File: config.mk
export PLATFORM = sky130hd
export DESIGN_NAME = ext_bus_seq
export DESIGN_NICKNAME = d
export VERILOG_FILES = /design/src/rtl/ebs_pkg.sv /design/src/rtl/ebs_phase.sv /design/src/rtl/ebs_xfer.sv /design/src/rtl/ebs_drive.sv /design/src/rtl/ext_bus_seq.sv
export SDC_FILE = /design/constraint.sdc
export NUM_CORES = 1
export LEC_CHECK = 0
export ABC_AREA = 1
export BUFFER_PORTS_ARGS = -buffer_cell sky130_fd_sc_hd__buf_4
export CAP_MARGIN = 20
export CORE_MARGIN = 2
export CORE_UTILIZATION = 45
export DETAILED_ROUTE_END_ITERATION = 6
export HOLD_SLACK_MARGIN = 0.02
export PLACE_DENSITY = 0.69
export SLEW_MARGIN = 0
export SYNTH_ARGS = -nofsm -noshare
export SYNTH_HDL_FRONTEND = slang
export SYNTH_HIERARCHICAL = 1
export SYNTH_SLANG_ARGS = --single-unit
File: constraint.sdc
create_clock -name clk -period 2.8 [get_ports clk]
set_input_delay 0.14 -clock clk [delete_from_list [all_inputs] [get_ports clk]]
set_output_delay 0.14 -clock clk [all_outputs]
set_load 0.005 [all_outputs]
File: src/rtl/ebs_pkg.sv
// Shared types for the external bus sequencer.
// Assumes an 8-bit data path and a 16-bit address made of two bytes.
package ebs_pkg;
    localparam int BYTE_W = 8;
    localparam int ADDR_W = 2 * BYTE_W;

    // Transfer progress, advanced once per machine cycle
    typedef enum logic [1:0] {
        XS_IDLE = 2'd0,
        XS_ADDR = 2'd1,   // first cycle: fetch in slot A, data address in slot B
        XS_DATA = 2'd2    // second cycle: strobe in slot A, latch-only slot B
    } xfer_st_t;

    // Transfer fields frozen at acceptance
    typedef struct packed {
        logic              wr;
        logic              wide;
        logic [BYTE_W-1:0] lo_addr;
        logic [BYTE_W-1:0] dhi;
        logic [BYTE_W-1:0] wdata;
    } xfer_cap_t;
endpackage

File: src/rtl/ebs_phase.sv
// Machine cycle position counter and per-slot fetch address holder.
// Assumes the core keeps pc and ea valid on the clock that starts a slot;
// both are then held internally for the rest of the slot.
module ebs_phase
    import ebs_pkg::*;
#(
    parameter int STATES       = 6,
    parameter int INT_ROM_BITS = 12,
    parameter int PH_W         = $clog2(2 * STATES),
    parameter int K_W          = $clog2(STATES)
) (
    input  logic              clk,
    input  logic              rst_n,
    input  logic [ADDR_W-1:0] pc,
    input  logic              ea,
    output logic [PH_W-1:0]   ph,
    output logic              slot_b,
    output logic [K_W-1:0]    pos,
    output logic              cyc_end,
    output logic [ADDR_W-1:0] fetch_pc,
    output logic              fetch_ext
);
    localparam int CYC = 2 * STATES;

    logic [ADDR_W-1:0] pc_q;
    logic              ext_q;
    logic              slot_start;
    logic              ext_live;

    // Position counter, wraps every machine cycle
    always_ff @(posedge clk) begin
        if (!rst_n)             ph <= '0;
        else if (cyc_end)       ph <= '0;
        else                    ph <= ph + 1'b1;
    end

    // Split the cycle into two slots and an offset within the slot
    always_comb begin
        cyc_end    = (ph == PH_W'(CYC - 1));
        slot_b     = (ph >= PH_W'(STATES));
        pos        = slot_b ? K_W'(ph - PH_W'(STATES)) : K_W'(ph);
        slot_start = (pos == '0);
        ext_live   = !ea || (pc[ADDR_W-1:INT_ROM_BITS] != '0);
        fetch_pc   = slot_start ? pc : pc_q;
        fetch_ext  = slot_start ? ext_live : ext_q;
    end

    // Hold the slot's fetch address and placement after its first clock
    always_ff @(posedge clk) begin
        if (!rst_n) begin
            pc_q  <= '0;
            ext_q <= 1'b0;
        end else begin
            pc_q  <= fetch_pc;
            ext_q <= fetch_ext;
        end
    end


    cyc_wrap_chk: assert property (@(posedge clk) disable iff (!rst_n)
        (ph == PH_W'(CYC - 1)) |=> (ph == '0));

    cyc_step_chk: assert property (@(posedge clk) disable iff (!rst_n)
        (ph != PH_W'(CYC - 1)) |=> (ph == $past(ph) + 1'b1));
endmodule

File: src/rtl/ebs_xfer.sv
// Data transfer tracker: accepts a request at a machine cycle end and
// walks it through its two cycles, freezing the transfer fields.
// Assumes request fields are valid on the last clock of the cycle.
module ebs_xfer
    import ebs_pkg::*;
(
    input  logic              clk,
    input  logic              rst_n,
    input  logic              cyc_end,
    input  logic              req,
    input  logic              wr,
    input  logic              wide,
    input  logic [ADDR_W-1:0] dptr,
    input  logic [BYTE_W-1:0] ind_addr,
    input  logic [BYTE_W-1:0] wdata,
    output xfer_st_t          xs,
    output xfer_cap_t         cap
);
    // Advance once per machine cycle; a request is taken only when not mid-transfer
    always_ff @(posedge clk) begin
        if (!rst_n) begin
            xs  <= XS_IDLE;
            cap <= '0;
        end else if (cyc_end) begin
            case (xs)
                XS_ADDR: xs <= XS_DATA;
                default: begin
                    if (req) begin
                        xs          <= XS_ADDR;
                        cap.wr      <= wr;
                        cap.wide    <= wide;
                        cap.lo_addr <= wide ? dptr[BYTE_W-1:0] : ind_addr;
                        cap.dhi     <= dptr[ADDR_W-1:BYTE_W];
                        cap.wdata   <= wdata;
                    end else begin
                        xs <= XS_IDLE;
                    end
                end
            endcase
        end
    end


    xs_hold_chk: assert property (@(posedge clk) disable iff (!rst_n)
        !cyc_end |=> $stable(xs));

    xs_order_chk: assert property (@(posedge clk) disable iff (!rst_n)
        (xs == XS_ADDR && cyc_end) |=> (xs == XS_DATA));
endmodule

File: src/rtl/ebs_drive.sv
// Pin decoder and output registers. Decodes the slot position, fetch
// placement and transfer phase into the next pin values and registers
// them, so every pin changes only at a clock edge. Samples the low port
// on the edge where a read-type strobe rises.
module ebs_drive
    import ebs_pkg::*;
#(
    parameter int STATES    = 6,
    parameter int PSEN_LEN  = 3,
    parameter int ADDR_HOLD = 2,
    parameter int K_W       = $clog2(STATES)
) (
    input  logic              clk,
    input  logic              rst_n,
    input  logic              slot_b,
    input  logic [K_W-1:0]    pos,
    input  logic [ADDR_W-1:0] fetch_pc,
    input  logic              fetch_ext,
    input  xfer_st_t          xs,
    input  xfer_cap_t         cap,
    input  logic [BYTE_W-1:0] hi_latch,
    input  logic [BYTE_W-1:0] ad_in,
    output logic              ale,
    output logic              psen_n,
    output logic              rd_n,
    output logic              wr_n,
    output logic              ad_oe,
    output logic [BYTE_W-1:0] ad_out,
    output logic [BYTE_W-1:0] a_hi,
    output logic [BYTE_W-1:0] code_byte,
    output logic              code_valid,
    output logic [BYTE_W-1:0] rd_data,
    output logic              rd_valid
);
    localparam int STROBE_AT = STATES - PSEN_LEN;

    logic              n_ale, n_psen, n_rd, n_wr, n_oe;
    logic [BYTE_W-1:0] n_ado, n_ahi;
    logic              data_a, data_b, idle_b;
    logic [BYTE_W-1:0] xfer_hi;
    int                k;

    // Next pin values from slot position and transfer phase
    always_comb begin
        k       = int'(pos);
        data_a  = (xs == XS_ADDR) && slot_b;
        data_b  = (xs == XS_DATA) && !slot_b;
        idle_b  = (xs == XS_DATA) && slot_b;
        xfer_hi = cap.wide ? cap.dhi : hi_latch;
        n_ale   = 1'b0;
        n_psen  = 1'b1;
        n_rd    = 1'b1;
        n_wr    = 1'b1;
        n_oe    = 1'b0;
        n_ado   = ad_out;
        n_ahi   = hi_latch;
        if (data_a) begin
            n_ale = (k == 0);
            n_ahi = xfer_hi;
            if (k < ADDR_HOLD) begin
                n_oe  = 1'b1;
                n_ado = cap.lo_addr;
            end else if (cap.wr) begin
                n_oe  = 1'b1;
                n_ado = cap.wdata;
            end
            if (k >= STROBE_AT) begin
                n_rd = cap.wr;
                n_wr = !cap.wr;
            end
        end else if (data_b) begin
            n_ahi = xfer_hi;
            if (k < PSEN_LEN) begin
                n_rd = cap.wr;
                n_wr = !cap.wr;
            end
            if (cap.wr && k <= PSEN_LEN) begin
                n_oe  = 1'b1;
                n_ado = cap.wdata;
            end
        end else if (idle_b) begin
            n_ale = (k == 0);
        end else begin
            n_ale = (k == 0);
            if (fetch_ext) begin
                n_ahi = fetch_pc[ADDR_W-1:BYTE_W];
                if (k < ADDR_HOLD) begin
                    n_oe  = 1'b1;
                    n_ado = fetch_pc[BYTE_W-1:0];
                end
                n_psen = !(k >= STROBE_AT);
            end
        end
    end

    // Register the pins and capture returning bytes at strobe release
    always_ff @(posedge clk) begin
        if (!rst_n) begin
            ale        <= 1'b0;
            psen_n     <= 1'b1;
            rd_n       <= 1'b1;
            wr_n       <= 1'b1;
            ad_oe      <= 1'b0;
            ad_out     <= '0;
            a_hi       <= '0;
            code_byte  <= '0;
            code_valid <= 1'b0;
            rd_data    <= '0;
            rd_valid   <= 1'b0;
        end else begin
            ale        <= n_ale;
            psen_n     <= n_psen;
            rd_n       <= n_rd;
            wr_n       <= n_wr;
            ad_oe      <= n_oe;
            ad_out     <= n_ado;
            a_hi       <= n_ahi;
            code_valid <= !psen_n && n_psen;
            rd_valid   <= !rd_n && n_rd;
            if (!psen_n && n_psen) code_byte <= ad_in;
            if (!rd_n && n_rd)     rd_data   <= ad_in;
        end
    end


    psen_excl_chk: assert property (@(posedge clk) disable iff (!rst_n)
        !(!psen_n && !(rd_n && wr_n)));

    rw_excl_chk: assert property (@(posedge clk) disable iff (!rst_n)
        !(!rd_n && !wr_n));

    wr_drive_chk: assert property (@(posedge clk) disable iff (!rst_n)
        !wr_n |-> ad_oe);

    rd_float_chk: assert property (@(posedge clk) disable iff (!rst_n)
        !rd_n |-> !ad_oe);

    psen_float_chk: assert property (@(posedge clk) disable iff (!rst_n)
        !psen_n |-> !ad_oe);

    ale_quiet_chk: assert property (@(posedge clk) disable iff (!rst_n)
        ale |-> (psen_n && rd_n && wr_n));

    code_edge_chk: assert property (@(posedge clk) disable iff (!rst_n)
        code_valid |-> $rose(psen_n));

    rd_edge_chk: assert property (@(posedge clk) disable iff (!rst_n)
        rd_valid |-> $rose(rd_n));
endmodule

File: src/rtl/ext_bus_seq.sv
// External memory bus cycle sequencer top. Connects the position counter,
// the transfer tracker and the pin decoder.
// Assumes one clock per oscillator period and a synchronous active-low reset.
module ext_bus_seq
    import ebs_pkg::*;
#(
    parameter int STATES       = 6,
    parameter int PSEN_LEN     = 3,
    parameter int ADDR_HOLD    = 2,
    parameter int INT_ROM_BITS = 12
) (
    input  logic              clk,
    input  logic              rst_n,
    input  logic [ADDR_W-1:0] pc,
    input  logic [ADDR_W-1:0] dptr,
    input  logic [BYTE_W-1:0] ind_addr,
    input  logic [BYTE_W-1:0] hi_latch,
    input  logic              ea,
    input  logic              xfer_req,
    input  logic              xfer_wr,
    input  logic              xfer_wide,
    input  logic [BYTE_W-1:0] xfer_wdata,
    input  logic [BYTE_W-1:0] ad_in,
    output logic [BYTE_W-1:0] ad_out,
    output logic              ad_oe,
    output logic [BYTE_W-1:0] a_hi,
    output logic              ale,
    output logic              psen_n,
    output logic              rd_n,
    output logic              wr_n,
    output logic [BYTE_W-1:0] code_byte,
    output logic              code_valid,
    output logic [BYTE_W-1:0] rd_data,
    output logic              rd_valid
);
    localparam int PH_W = $clog2(2 * STATES);
    localparam int K_W  = $clog2(STATES);

    logic [PH_W-1:0]   ph;
    logic              slot_b;
    logic [K_W-1:0]    pos;
    logic              cyc_end;
    logic [ADDR_W-1:0] fetch_pc;
    logic              fetch_ext;
    xfer_st_t          xs;
    xfer_cap_t         cap;

    ebs_phase #(
        .STATES(STATES), .INT_ROM_BITS(INT_ROM_BITS), .PH_W(PH_W), .K_W(K_W)
    ) u_phase (
        .clk(clk), .rst_n(rst_n), .pc(pc), .ea(ea),
        .ph(ph), .slot_b(slot_b), .pos(pos), .cyc_end(cyc_end),
        .fetch_pc(fetch_pc), .fetch_ext(fetch_ext)
    );

    ebs_xfer u_xfer (
        .clk(clk), .rst_n(rst_n), .cyc_end(cyc_end), .req(xfer_req),
        .wr(xfer_wr), .wide(xfer_wide), .dptr(dptr), .ind_addr(ind_addr),
        .wdata(xfer_wdata), .xs(xs), .cap(cap)
    );

    ebs_drive #(
        .STATES(STATES), .PSEN_LEN(PSEN_LEN), .ADDR_HOLD(ADDR_HOLD), .K_W(K_W)
    ) u_drive (
        .clk(clk), .rst_n(rst_n), .slot_b(slot_b), .pos(pos),
        .fetch_pc(fetch_pc), .fetch_ext(fetch_ext), .xs(xs), .cap(cap),
        .hi_latch(hi_latch), .ad_in(ad_in),
        .ale(ale), .psen_n(psen_n), .rd_n(rd_n), .wr_n(wr_n),
        .ad_oe(ad_oe), .ad_out(ad_out), .a_hi(a_hi),
        .code_byte(code_byte), .code_valid(code_valid),
        .rd_data(rd_data), .rd_valid(rd_valid)
    );
endmodule

# After elaboration in Yosys (flattened, before gate mapping)
# Cells that the tools add are included.
# word_totals
regBits	88
in_bits	70
output_inout_bits	39
wordCells	97
# op_classes
add_sub_neg	2
magnitude_cmp	5
eq_ne	6
mux	41
n_bitwise	2
reduce_logical	21
# op_table
cell	count
$mux 8	14
$mux 1	24
$mux 16	1
$logic_and 1x1->1	6
$logic_not 1->1	6
$logic_not 3->1	2
$lt 3x2->1 const B	2
$reduce_bool 3->1	2
$reduce_and 5->1	1
$add 4x1->4 const B	1
$eq 4x4->1 const B	1
$ge 4x3->1 const B	1
$reduce_bool 4->1	1
$ge 3x2->1 const B	1
$le 3x2->1 const B	1
$mux 3	1
$ne 3x1->1 const B	1
$ne 3x2->1 const B	1
$ne 3x3->1 const B	1
$reduce_and 3->1	1
$sub 3x3->3 const B	1
$eq 2x1->1 const B	1
$eq 2x2->1 const B	1
$mux 2	1
3 further kinds	4

# Logic depth before layout (Yosys ltp)
# logic_depth
word_depth	9
mapped_depth	18
mapped_depth_nobuf	17

# Modules after synthesis
# Netlist, hierarchy kept.
# modules_own_cells
module	instances	cells_each	area_per_inst_um2	seq_area_each_um2
ebs_drive	1	311	2193.4	780.7
ebs_xfer	1	185	1295.0	560.5
ebs_phase	1	161	1149.9	420.4

# Worst setup path before layout
# No wires, ideal clock.
# synth_timing
kind	register to register
start	register u_phase.ph[0]
end	register u_drive.psen_n
setup_time_ns	0.123
arrival_time_ns	1.886
t_required_ns	2.677
slack_ns	0.791
path_stages_with_launch	15
n_path_buf	1
period_less_slack_ns	2.009
cell_sequence	dfxtp_1 inv_1 ha_1 inv_1 nand2_2 nand2_2 nand2_2 nand2_4 nor2_8 nand2_1 nand2_1 inv_1 buf_2 nand4_4 or2_2
# synth_via
elab_chain_len	8
elab_cells_between_ends	15
classes_between	add/sub (1); order compare (2); mux (6); reduce/logical (6)
# synth_rtl
element	line	source
start: declaration	ebs_phase.sv:16	output logic [PH_W-1:0] ph,
start signal: assignment	ebs_phase.sv:34	else ph <= ph + 1'b1;
$ge 4x3->1 or $sub 3x3->3 (tied branches)	ebs_phase.sv:40, ebs_phase.sv:41	
$mux 3 *	ebs_phase.sv:41	pos = slot_b ? K_W'(ph - PH_W'(STATES)) : K_W'(ph);
$logic_not 3->1 *	ebs_phase.sv:42	slot_start = (pos == '0);
$mux 1 *	ebs_phase.sv:45	fetch_ext = slot_start ? ext_live : ext_q;
named net fetch_ext	ext_bus_seq.sv:44	logic fetch_ext;
$mux 1 *	ebs_drive.sv:85	if (fetch_ext) begin
$mux 1 *	ebs_drive.sv:81	end else if (idle_b) begin
$mux 1 *	ebs_drive.sv:71	end else if (data_b) begin
$mux 1 *	ebs_drive.sv:57	if (data_a) begin
end signal: assignment	ebs_drive.sv:112	psen_n <= n_psen;
end: declaration	ebs_drive.sv:24	output logic psen_n,
# The timed path passes the listed nets; every way through them passes the cells marked *.
# A chain may end at the register's enable or synchronous reset.

# Worst setup path after layout
# layout_timing
start	register u_phase.ph[0]
end	register u_drive.ad_out[5]
# layout_via
elab_cells_between_ends	25
classes_between	add/sub (1); order compare (3); eq/ne (3); mux (9); reduce/logical (9)
# layout_lines
element	line	source
$ge 4x3->1 or $sub 3x3->3 (tied branches)	ebs_phase.sv:40, ebs_phase.sv:41	
$mux 3 *	ebs_phase.sv:41	
named net pos[1]	ext_bus_seq.sv:41	logic [K_W-1:0] pos;
$logic_not 3->1 *	ebs_phase.sv:42	
$mux 1 *	ebs_phase.sv:45	
named net fetch_ext	ext_bus_seq.sv:44	
$reduce_bool 3->1 (no source line) *	-	
$reduce_and 5->1 (no source line) *	-	
end signal: assignment	ebs_drive.sv:116	ad_out <= n_ado;
end: declaration	ebs_drive.sv:28	output logic [BYTE_W-1:0] ad_out,
# The timed path passes the listed nets; every way through them passes the cells marked *. The select of a mux whose other input is x is not followed.

==> reports/summary.txt <==
DP Cell Count -> 877
internal power -> 2.048 mW
worst endpoint required time -> 3.06 ns
fillers -> 1029
CTS sink count -> 88
Post-Route Setup TNS -> 0 ns
Slew Viols, Final -> 0
#FFs+latches synth -> 88
Die Ht -> 105.5 microns
post-layout min period -> 2.523 ns
switching share of power -> 0.3058
Clk pin slew, worst setup/hold paths -> 0.09 ns
NetSw -> 0.9020 mW
Synth area leaders -> dfxtp_1 38%, nand2_1 15%, nor2_1 7.5%
Synth Warn # -> 6
ANT cells -> 0
sequential fraction of design power -> 0.470
Routed WL per cell -> 12.02 microns
initial antenna violation count -> 0
DP Worst Slack -> 0.2885 ns
Core ar. -> 0.01018 sq mm
Total Nets Final -> 830
DPL Wire Length -> 8.129 mm
Tcrit/Tclk final -> 0.9012
vias per inst -> 4.734
Hold Slack -> 0.05201 ns
Total GRT Usage -> 0.2026
crit path kind -> reg2reg
Synthesized Nets -> 730
ys flop type -> dfxtp_1
layout cells sized above 1 -> 0.2664
top-area cell type share of the netlist area -> 0.3798
Mapped Area -> 0.004638 sq mm
Pleak -> 2.744 nW
Slew Limit Headroom -> 0.5877
Power Density -> 522.1 mW/mm^2
Worst-Margin Slew -> 0.6147 ns
Worst Setup End Kind -> flip-flop
vias in the first global route -> 3968
die extent in x -> 105.5 microns
TritonCTS buffer count -> 9
total gr overflow -> 0
post-synth cell types -> 39
DIE AREA -> 0.01114 sq mm
mean post-synth cell area -> 7.060 sq um
pin count of the biggest net entering global routing -> 33
row count -> 37
Tot Pwr -> 2.950 mW
GP Congestion -> 0.8423
Port Buffer Count -> 108
top cells by count, synth -> 187 x nand2_1, 93 x nor2_1, 88 x dfxtp_1
Via Count -> 4251
final cell count without fillers -> 898
most frequent cell after synthesis -> nand2_1
Hold WC Path Type -> in2reg
post-route antenna net violation count -> 0
Final Hold Viols -> 0
Final setup viols -> 0
max_cap viols -> 0
Detailed Route WL -> 10.80 mm
# IOs -> 109
Comb power frac -> 0.245
Max FO, Critical Path -> 20
Pre-antenna DRT Iters -> 4
CP startpoint kind -> flip-flop
Synth area leader -> dfxtp_1
CTS tree -> built
iteration-0 DRC count of the detailed router -> 223
Highest Clock Rate -> 396.3 MHz
crit path DAT -> 2.78 ns
Layout area overhead -> 21.80%
fraction of registers with async set/reset -> 0
first-pass GRT wire length -> 18.47 mm
final worst slack -> 0.2765 ns
Root Driver -> clkbuf_8
VDD IR max -> 0.2220 mV
R2R setup slack -> 0.28 ns
Gate Count Post-Synth -> 657
EDFF count, synth -> 0
outcome -> finished, final reports clean
Final Skew -> 0.009487 ns
Initial Utilization -> 0.4554
Remaining DRCs -> 0
H-Tree Depth -> 3
worst skew pair latency -> 0.36 ns
CTS Buffer Depth -> 2
clock power share -> 0.285
RSZ-0062 raised after global routing -> no
sequential share of the synthesized area -> 0.3798
## sequential cells by signal, summed over array words and instances (netlist names), 2 cells and up
signal and count:
u_drive/code_byte 8, u_xfer/xs 2, u_phase/pc_q 16, u_drive/a_hi 8, u_xfer/cap 26, u_drive/rd_data 8
u_phase/ph 4, u_drive/ad_out 8
## through the flow
step	utilization	cell area (sq um)
2_1_floorplan	-	4638
4_1_cts	0.5506	5608
5_1_grt	0.5547	5649
6_report	0.5547	5649
3_5_place_dp	0.5318	5416
3_3_place_gp	0.5318	5416
## logic make-up after synthesis
| logic type | after synthesis | share of synthesized area |
|---|---|---|
| AO/OA/AOI/OAI | 51 | 0.07688 |
| XOR/XNOR | 1 | 0.001889 |
| adder cells (fa/ha/maj) | 3 | 0.008094 |
| buffers and inverters | 103 | 0.1098 |
| flip-flops | 88 | 0.3798 |
| AND/OR/NAND/NOR | 411 | 0.4235 |
## worst paths after layout
check	start	to	cells after the start
worst min-delay path	hi_latch[3]	u_drive/a_hi[3]	3
worst max register to register	u_phase/ph[0]	u_drive/ad_out[5]	16
worst min register to register	u_drive/code_byte[6]	u_drive/code_byte[6]	2
worst max-delay path	u_phase/ph[0]	u_drive/ad_out[5]	16
## layer usage
layer / track usage / wire [microns] / up-vias
li1: - / - / 2245
met2: 0.3194 / 4798 / 145
met3: 0.04515 / 688 / 22
met5: 0 / 0 / -
met4: 0.07143 / 242 / 0
met1: 0.2731 / 5069 / 1839
## critical path, cell delays in order (launching register included)
cell and delay [ns]:
dfxtp_1 0.43, inv_1 0.12, ha_1 0.21, inv_1 0.06, nand2_2 0.08, nand3_2 0.09
nand2_4 0.16, nor2_8 0.18, nand2_1 0.07, nand2_1 0.13, clkinvlp_4 0.24, nand3_1 0.19
nand2_1 0.08, nand2_2 0.14, nand3_1 0.10, nand2_1 0.07, nor2_1 0.04
## cell type report
| cell class | count | area, sq um | share of cell area |
|---|---|---|---|
| inverter | 77 | 295.3 | 0.05227 |
| clock buffer | 11 | 151.4 | 0.02680 |
| sequential | 88 | 1762 | 0.3118 |
| timing repair buffer | 115 | 863.3 | 0.1528 |
| tap | 136 | 170.2 | 0.03012 |
| multi-input combinational | 466 | 2367 | 0.4190 |
| clock inverter | 5 | 40.04 | 0.007087 |
## power groups by stage
stage	clock network (mW)	logic (mW)	registers, mW
after floorplan	0	0.458	1.41
after global placement	0	0.689	1.41
after detailed placement	0	0.700	1.42
after CTS	0.863	0.703	1.39
after global routing	0.921	0.806	1.40
final	0.841	0.722	1.39
## cell usage in the layout (no fill, tap or decap)
cell	netlist	routed
ha_1	3	3
nor4_1	1	1
nor2_8	1	1
and2_2	1	1
a21oi_1	10	10
nand2_4	5	5
a21boi_1	1	1
nand3b_1	24	24
inv_6	0	1
a21oi_4	1	1
inv_1	62	61
nand3b_4	1	1
nand3_4	5	5
nand4_1	1	1
o21ai_0	5	5
clkinvlp_4	0	4
nand4_4	1	1
o21bai_1	17	17
nor2_1	93	93
nand2_2	20	20
inv_4	1	1
o31ai_1	1	1
inv_2	10	10
nand2_1	187	187
a31oi_1	7	7
o21ai_2	1	1
xor2_1	1	1
dfxtp_1	88	88
clkinv_1	4	4
nor3_1	1	1
buf_4	4	115
clkinv_4	0	1
nand3_2	2	2
nor2_2	12	12
or2_2	2	2
a21oi_2	8	8
nand3_1	54	54
clkbuf_8	0	11
## repair_timing
action | in CTS | in global routing
setup buffers | 0 | 5
hold buffers | 0 | 0
gates resized for setup | 0 | 1
endpoints found under the setup margin | 0 | 4
Power figures use the tool's default switching activity.
